<file path="config.mk">
export PLATFORM = sky130hd
export DESIGN_NAME = spi_quad_master
export DESIGN_NICKNAME = d
export VERILOG_FILES = /design/src/rtl/spi_quad_pkg.sv /design/src/rtl/spi_rate_gen.sv /design/src/rtl/spi_tx_shreg.sv /design/src/rtl/spi_rx_lane.sv /design/src/rtl/spi_quad_master.sv
export SDC_FILE = /design/constraint.sdc
export NUM_CORES = 1
export LEC_CHECK = 0
export BUFFER_PORTS_ARGS = -buffer_cell sky130_fd_sc_hd__buf_4
export CAP_MARGIN = 30
export CORE_ASPECT_RATIO = 0.8
export CORE_MARGIN = 2
export CORE_UTILIZATION = 39
export DETAILED_ROUTE_END_ITERATION = 8
export GPL_TIMING_DRIVEN = 0
export PLACE_DENSITY = 0.73
export SLEW_MARGIN = 20
export SYNTH_ARGS = -nofsm -noshare
export SYNTH_HDL_FRONTEND = slang
export SYNTH_SLANG_ARGS = --single-unit
export TNS_END_PERCENT = 20
</file>
<file path="constraint.sdc">
create_clock -name clk_i -period 2.8 [get_ports clk_i]
set_input_delay 0.42 -clock clk_i [delete_from_list [all_inputs] [get_ports clk_i]]
set_output_delay 0.42 -clock clk_i [all_outputs]
set_load 0.005 [all_outputs]
</file>
<file path="src/rtl/spi_quad_pkg.sv">
package spi_quad_pkg;
  typedef enum logic [1:0] {
    ST_IDLE  = 2'd0,
    ST_SHIFT = 2'd1,
    ST_DONE  = 2'd2
  } xfer_state_e;
endpackage

</file>
<file path="src/rtl/spi_rate_gen.sv">
module spi_rate_gen #(
  parameter int DIV_W = 3
) (
  input  logic             clk_i,
  input  logic             rst_ni,
  input  logic             en_i,
  input  logic             clr_i,
  input  logic [DIV_W-1:0] sel_i,
  output logic             tick_o
);
  localparam int CNT_W = (1 << DIV_W) - 1;

  logic [CNT_W-1:0] cnt_q;
  logic [CNT_W:0]   half_len;
  logic [CNT_W:0]   half_m1_full;
  logic [CNT_W-1:0] half_m1;

  assign half_len     = {{CNT_W{1'b0}}, 1'b1} << sel_i;
  assign half_m1_full = half_len - {{CNT_W{1'b0}}, 1'b1};
  assign half_m1      = half_m1_full[CNT_W-1:0];
  assign tick_o       = en_i && (cnt_q == half_m1);

  always_ff @(posedge clk_i or negedge rst_ni) begin
    if (!rst_ni)      cnt_q <= '0;
    else if (clr_i)   cnt_q <= '0;
    else if (tick_o)  cnt_q <= '0;
    else if (en_i)    cnt_q <= cnt_q + 1'b1;
  end
endmodule

</file>
<file path="src/rtl/spi_tx_shreg.sv">
module spi_tx_shreg #(
  parameter int XFER_LEN = 24
) (
  input  logic                clk_i,
  input  logic                rst_ni,
  input  logic                load_i,
  input  logic                shift_i,
  input  logic [XFER_LEN-1:0] data_i,
  output logic                msb_o
);
  logic [XFER_LEN-1:0] sh_q;

  always_ff @(posedge clk_i or negedge rst_ni) begin
    if (!rst_ni)       sh_q <= '0;
    else if (load_i)   sh_q <= data_i;
    else if (shift_i)  sh_q <= {sh_q[XFER_LEN-2:0], 1'b0};
  end

  assign msb_o = sh_q[XFER_LEN-1];
endmodule

</file>
<file path="src/rtl/spi_rx_lane.sv">
module spi_rx_lane #(
  parameter int WORD_W = 32
) (
  input  logic              clk_i,
  input  logic              rst_ni,
  input  logic              clr_i,
  input  logic              sample_i,
  input  logic              miso_i,
  output logic [WORD_W-1:0] rx_o
);
  always_ff @(posedge clk_i or negedge rst_ni) begin
    if (!rst_ni)        rx_o <= '0;
    else if (clr_i)     rx_o <= '0;
    else if (sample_i)  rx_o <= {rx_o[WORD_W-2:0], miso_i};
  end
endmodule

</file>
<file path="src/rtl/spi_quad_master.sv">
module spi_quad_master
  import spi_quad_pkg::*;
#(
  parameter int XFER_LEN  = 24,
  parameter int WORD_W    = 32,
  parameter int NUM_LANES = 4,
  parameter int DIV_W     = 3
) (
  input  logic                          clk_i,
  input  logic                          rst_ni,
  input  logic                          go_i,
  input  logic [DIV_W-1:0]              div_sel_i,
  input  logic [WORD_W-1:0]             tx_word_i,
  input  logic [NUM_LANES-1:0]          miso_i,
  output logic                          done_o,
  output logic                          cs_o,
  output logic                          sclk_o,
  output logic                          mosi_o,
  output logic [$clog2(XFER_LEN)-1:0]   bit_idx_o,
  output logic [NUM_LANES*WORD_W-1:0]   rx_words_o
);
  localparam int IDX_W = $clog2(XFER_LEN);
  localparam logic [IDX_W-1:0] LAST_IDX = IDX_W'(XFER_LEN - 1);

  xfer_state_e state_q, state_d;
  logic [IDX_W-1:0] idx_q;
  logic sclk_q;
  logic start, tick, rise, fall, last, tx_msb;

  assign start = (state_q == ST_IDLE) && go_i;
  assign rise  = tick && !sclk_q;
  assign fall  = tick && sclk_q;
  assign last  = fall && (idx_q == LAST_IDX);

  spi_rate_gen #(.DIV_W(DIV_W)) u_rate (
    .clk_i  (clk_i),
    .rst_ni (rst_ni),
    .en_i   (state_q == ST_SHIFT),
    .clr_i  (start),
    .sel_i  (div_sel_i),
    .tick_o (tick)
  );

  spi_tx_shreg #(.XFER_LEN(XFER_LEN)) u_tx (
    .clk_i   (clk_i),
    .rst_ni  (rst_ni),
    .load_i  (start),
    .shift_i (fall && !last),
    .data_i  (tx_word_i[XFER_LEN-1:0]),
    .msb_o   (tx_msb)
  );

  for (genvar k = 0; k < NUM_LANES; k++) begin : g_lane
    spi_rx_lane #(.WORD_W(WORD_W)) u_rx (
      .clk_i    (clk_i),
      .rst_ni   (rst_ni),
      .clr_i    (start),
      .sample_i (rise),
      .miso_i   (miso_i[k]),
      .rx_o     (rx_words_o[k*WORD_W +: WORD_W])
    );
  end

  always_comb begin
    state_d = state_q;
    unique case (state_q)
      ST_IDLE:  if (go_i)  state_d = ST_SHIFT;
      ST_SHIFT: if (last)  state_d = ST_DONE;
      ST_DONE:  if (!go_i) state_d = ST_IDLE;
      default:             state_d = ST_IDLE;
    endcase
  end

  always_ff @(posedge clk_i or negedge rst_ni) begin
    if (!rst_ni) begin
      state_q <= ST_IDLE;
      sclk_q  <= 1'b0;
      idx_q   <= '0;
    end else begin
      state_q <= state_d;
      if (start || last)  sclk_q <= 1'b0;
      else if (tick)      sclk_q <= ~sclk_q;
      if (start || last)  idx_q <= '0;
      else if (fall)      idx_q <= idx_q + 1'b1;
    end
  end

  assign cs_o      = (state_q == ST_SHIFT);
  assign done_o    = (state_q == ST_DONE);
  assign sclk_o    = sclk_q;
  assign mosi_o    = cs_o && tx_msb;
  assign bit_idx_o = idx_q;
endmodule

</file>
==> results of run 1 <==
==> how the worst min path moves through the flow <==
stage | endpoint | slack, ns | cells after the start
final | u_tx.sh_q[18] | -0.01 | 1
after CTS | u_tx.sh_q[18] | 0.02 | 1
after global routing | u_tx.sh_q[16] | 0.04 | 1
after detailed placement | u_tx.sh_q[18] | 0.49 | 1
after floorplan | bit_idx_o[0] | 0.12 | 0
after global placement | g_lane[1].u_rx.rx_o[31] | 0.52 | 2
==> layout by cell type (no fill, tap or decap), types with 3 or more instances in the layout <==
cell type  synthesis  layout
buf_4              0     169
dfrtp_1          167     167
nand2_1          135     135
mux2i_1          119     119
clkbuf_1          37      37
nor2_1            35      35
o31ai_1           26      26
a31oi_1           25      25
nand4_1           25      25
inv_1             17      17
clkbuf_16          0      17
buf_6             14      14
mux2_2            11      11
o21ai_0           10      10
nand3_1            7       7
a21oi_1            5       5
inv_8              0       5
clkinv_8           0       4
nand2b_1           3       3
and2_1             3       3
buf_2              3       3
or3_1              3       3
nor3_1             3       3
inv_6              0       3
==> worst register-to-register path, stage by stage, from the launching register on <==
cell and delay (ns):
dfrtp_1 0.45, or4b_1 0.56, a31o_2 0.26, clkbuf_1 0.19, or3_1 0.37, buf_2 0.17, buf_6 0.17, buf_6 0.19
mux2i_1 0.13
==> through the flow <==
| step | instances | worst slack (ns) |
|---|---|---|
| after floorplan | 681 | 0.300 |
| after global placement | 1109 | -0.0742 |
| after global routing | 1142 | 0.0758 |
| after detailed placement | 1110 | -0.115 |
| after CTS | 1142 | 0.159 |
| final | 1142 | 0.197 |
==> logic make-up after synthesis <==
family	share of synthesized area, %
buf+inv	5.02
mux	17.6
fa+ha+maj	0.335
compound gates	7.43
xor+xnor	0.117
flops	55.9
simple gates	13.6
==> layer usage <==
| metal | wire length (microns) | vias up |
|---|---|---|
| met2 | 8670 | 170 |
| met4 | 139 | 0 |
| li1 | - | 2784 |
| met1 | 8500 | 2854 |
| met3 | 1780 | 13 |
| met5 | 0 | - |
==> cell type report <==
class | count | share of cell area (%)
repair buffers | 171 | 13.5
plain buffers | 54 | 3.21
multi-input cells | 443 | 30.1
clock buffers | 17 | 4.38
inverters | 17 | 0.657
clock inverters | 15 | 1.83
flip-flops and latches | 167 | 43.0
well taps | 258 | 3.32
==> flip-flops by register name, indices dropped and copies added, names as in the netlist <==
register	cells
sclk_o	1
bit_idx_o	5
g_lane.u_rx.rx_o	128
state_q	2
u_tx.sh_q	24
u_rate.cnt_q	7
==> report_power, final <==
group          total [W]  internal [W]  switching (W)
Sequential       0.00321       0.00286       0.000346
Clock            0.00236       0.00122        0.00115
Combinational    0.00191      0.000878        0.00103
Total            0.00748       0.00496        0.00252
==> results.yml, run 1 <==
drt:
  via_per_inst: 5.10
  drc: 0
  firstDrtPassIters: 4
  antenna_left: 0
  routedWlPerCell_microns: 16.7
  vias: 5821
  drt-total-wl_microns: 19100
  drt_iter0_drc: 328
pwr:
  power.density_mw_per_mm2: 770
  power_leakage_nw: 5.28
  total_power_w: 0.00748
  ir_drop_mv: 0.314
critical_path:
  criticalPathCategory: "flip-flop to flip-flop"
  worstPathRequired_ns: 3.10
  path_cells: "or4b_1 -> a31o_2 -> clkbuf_1 -> or3_1 -> buf_2 -> buf_6 -> buf_6 -> mux2i_1"
  r2r_slack_ns: 0.20
  cp.arrival_ns: 2.90
  crit_buf_inv: 4
  crit_top_cell: "buf_6"
  cpPeakStageDelay_ns: 0.56
  r2r_end: "g_lane[2].u_rx.rx_o[1]"
  end_kind: "flip-flop"
  cp-startpoint: "u_rate.cnt_q[2]"
  cp_top_family: "simple AND/OR/NAND/NOR gates"
  r2r_cells: 8
  cp.depth: 8
  cp_max_fo: 10
  worstReg2RegStart: "u_rate.cnt_q[2]"
  worstSetupEndpoint: "g_lane[2].u_rx.rx_o[1]"
  crit_slowest_cell: "or4b_1"
  cp-start-kind: "flip-flop"
timing:
  rsz0062_at_grt: "false"
  fmax_mhz: 384
  timing.final.crit_share_pct: 93.0
  report.final.hold_viol_count: 3
  skew_ns: 0.0212
  tightest_slew_ns: 0.831
  maxSlewViolCount: 0
  layout_min_cycle_time_ns: 2.60
  hold_slack_ns: -0.0146
  max_slew_margin_pct: 44.6
  tns_ns: 0
  finalSetupViolations: 0
layout:
  final_nets: 915
  final_area_sq_mm: 0.00971
  antennaDiodeCount: 0
  multiInputGateArea_sq_mm: 0.00292
  final-seq-area_sq_mm: 0.00418
  syn_to_final_growth_pct: 29.9
  num-fill-cells: 1684
  fin_util_pct: 51.5
  drive_above_1_share_pct: 26.5
grt:
  grt_max_degree: 92
  antenna_found_initial: 0
  grt_use_met3_pct: 8.64
  gr-total-overflow: 0
  grt_pass1_wl_microns: 30700
  use_met2_pct: 29.6
  grt_use_total_pct: 19.1
  grt_pass1_vias: 5747
  grtUsageMet1_pct: 24.7
  grt-busiest-layer: "met2"
clocking:
  clk_pin_slew_worst_paths_ns: 0.08
  cts_tree: "yes"
  ctsHoldBuffers: 0
  clock_path_buffers: 2
  clock_latency_ns: 0.43
  h-tree-depth: 4
  root_buffer: "clkbuf_16"
  cts_buffers: 17
  postCtsSetupRepairBufs: 0
  cts.repair.resized: 0
  clock_sinks: 167
die:
  rows: 45
  die_y_microns: 128
  die_x_microns: 159
  start_util_pct: 39.6
  coreArea_sq_mm: 0.0189
  dieArea_sq_mm: 0.0203
  floorplan.io_pins: 179
synthesis:
  ys_seq_elements: 167
  synth_edf_count: 0
  yosys_warnings: 0
  yosys-top-cells-area: "dfrtp_1 56%, mux2i_1 16%, nand2_1 6.8%"
  ys.flop_type: "dfrtp_1"
  synth_top_area_share_pct: 55.9
  yosys-top-cells-count: "167 x dfrtp_1, 135 x nand2_1, 119 x mux2i_1"
  syn_nets: 725
  async_flop_share_pct: 100
  seq_area_frac_synth_pct: 55.9
  synthCells: 681
  synth.most_common_cell: "dfrtp_1"
  synth.largest_area_cell: "dfrtp_1"
  syn_avg_cell_area_sq_um: 11.0
  syn_area_sq_mm: 0.00747
  synth_cell_types: 42
run_status:
  status: "finished, violations left"
  violations: "negative hold slack"
place:
  hpwl_microns: 13500
  gp_congestion: 0.789
  io_buffers: 170
  placedInstanceArea_sq_mm: 0.00911
job:
  cap_violations: 0
min_path:
  worstHoldPathType: "primary input to asynchronous set/reset pin"
Note: power is estimated with default switching activity, not from simulation.
==> inputs of run 2 (changes only) <==
- CAP_MARGIN: 30 -> 10
- GPL_TIMING_DRIVEN: 0 -> unset
==> run 2 against run 1 <==
Net effect:
- the run still ends with negative hold slack left
- design area decreased by 0.48%
- register-to-register slack improved by 0.19 ns
- non-clock buffer count is 33 lower
- via count down 1.7%
==> results.yml, run 2 (synthesis gave the netlist of run 1 again) <==
layout:
  syn_to_final_growth_pct: 29.3
  antennaDiodeCount: 0
  top_regs: "g_lane.u_rx.rx_o x128, u_tx.sh_q x24, u_rate.cnt_q x7"
  final_nets: 882
  drive_above_1_share_pct: 28.3
  num-fill-cells: 1699
  final_cell_mix: "183 x buf_4, 167 x dfrtp_1, 134 x nand2_1, 119 x mux2i_1, 35 x nor2_1"
  final_area_sq_mm: 0.00966
  final_common_cell: "buf_4"
  largest_register_ffs: 128
  top_register: "g_lane.u_rx.rx_o"
drt:
  vias: 5720
  via_per_inst: 5.16
  drc: 0
  routedWlPerCell_microns: 16.3
  firstDrtPassIters: 4
  drt-total-wl_microns: 18000
  antenna_left: 0
  drt_iter0_drc: 356
timing:
  tightest_slew_ns: 0.871
  timing.final.crit_share_pct: 86.2
  skew_ns: 0.00910
  layout_min_cycle_time_ns: 2.41
  hold_slack_ns: -0.0127
  tns_ns: 0
  fmax_mhz: 415
  maxSlewViolCount: 0
  rsz0062_at_grt: "false"
  max_slew_margin_pct: 41.8
  report.final.hold_viol_count: 12
  finalSetupViolations: 0
min_path:
  worstHoldPathType: "primary input to asynchronous set/reset pin"
die:
  die_y_microns: 128
  dieArea_sq_mm: 0.0203
  coreArea_sq_mm: 0.0189
  rows: 45
  die_x_microns: 159
  start_util_pct: 39.6
  floorplan.io_pins: 179
pwr:
  power.density_mw_per_mm2: 778
  switching_share_pct: 32.9
  ir_drop_mv: 0.429
  power_leakage_nw: 5.29
  p_int_w: 0.00505
  p_clk_share_pct: 31.7
  p_seq_share_pct: 42.7
  power.net_switching_w: 0.00247
  p_comb_share_pct: 25.5
clocking:
  cts_buffers: 17
  clock_sinks: 167
  clock_latency_ns: 0.43
  clk_pin_slew_worst_paths_ns: 0.07
  ctsHoldBuffers: 0
  root_buffer: "clkbuf_16"
  cts_tree: "yes"
  cts.repair.resized: 0
  postCtsSetupRepairBufs: 0
  h-tree-depth: 4
  clock_path_buffers: 2
grt:
  antenna_found_initial: 0
  grt_pass1_vias: 5651
  grt_use_total_pct: 18.2
  gr-total-overflow: 0
  grt_max_degree: 65
  grt_pass1_wl_microns: 29800
critical_path:
  cp_max_fo: 42
  criticalPathCategory: "flip-flop to flip-flop"
  cp-start-kind: "flip-flop"
  end_kind: "flip-flop"
  cp.arrival_ns: 2.69
  worstPathRequired_ns: 3.07
  r2r_cells: 5
place:
  io_buffers: 170
  placedInstanceArea_sq_mm: 0.00905
  gp_congestion: 0.774
  hpwl_microns: 12100
run_status:
  status: "finished, violations left"
  violations: "negative hold slack"
job:
  cap_violations: 0
run 2: power by group through the flow:
stage	logic, W	registers, W	clock network [W]
after global routing	0.00211	0.00328	0.00256
after CTS	0.00193	0.00321	0.00244
after floorplan	0.00112	0.00318	0
final	0.00192	0.00321	0.00239
after global placement	0.00189	0.00323	0
after detailed placement	0.00193	0.00324	0
run 2: metal layers:
layer	global-route usage (%)	routed length, microns	vias up
met4	5.23	229	0
li1	-	-	2721
met5	0	0	-
met2	27.5	7990	198
met1	24.0	8100	2781
met3	7.83	1730	20
run 2: worst paths after layout:
path	start	end	slack [ns]
max reg2reg	u_rate.cnt_q[2]	g_lane[2].u_rx.rx_o[17]	0.39
max in group asynchronous	rst_ni	g_lane[2].u_rx.rx_o[26]	2.11
min in group clk_i	tx_word_i[0]	u_tx.sh_q[0]	0.20
min reg2reg	g_lane[0].u_rx.rx_o[31]	g_lane[0].u_rx.rx_o[31]	0.53
min	rst_ni	u_tx.sh_q[19]	-0.01
max	u_rate.cnt_q[2]	g_lane[2].u_rx.rx_o[17]	0.39
run 2: stage by stage:
| step | worst slack [ns] | power, W | utilization (%) | cells | hold slack [ns] |
|---|---|---|---|---|---|
| global placement | 0.116 | 0.00512 | 48.0 | 1077 | 0.465 |
| detailed placement | 0.0690 | 0.00517 | 48.0 | 1077 | 0.463 |
| global route | 0.316 | 0.00795 | 51.2 | 1109 | 0.0289 |
| finish | 0.388 | 0.00752 | 51.2 | 1109 | -0.0127 |
| CTS | 0.399 | 0.00759 | 51.2 | 1109 | 0.00315 |
| floorplan | 0.300 | 0.00430 | - | 681 | 0.124 |
run 2: final cells by class:
cell class / count / area [sq um] / area share, %
clock buffer: 17 / 425 / 4.40
tap: 258 / 323 / 3.34
timing repair buffer: 192 / 1550 / 16.0
multi-input combinational: 443 / 2940 / 30.4
inverter: 17 / 63.8 / 0.660
sequential: 167 / 4180 / 43.2
clock inverter: 15 / 190 / 1.97
run 2: critical path: stages, from the launching register on:
cell	delay, ns
dfrtp_1	0.44
or4b_1	0.58
a31o_2	0.30
or3_4	0.35
buf_4	0.33
mux2i_1	0.21
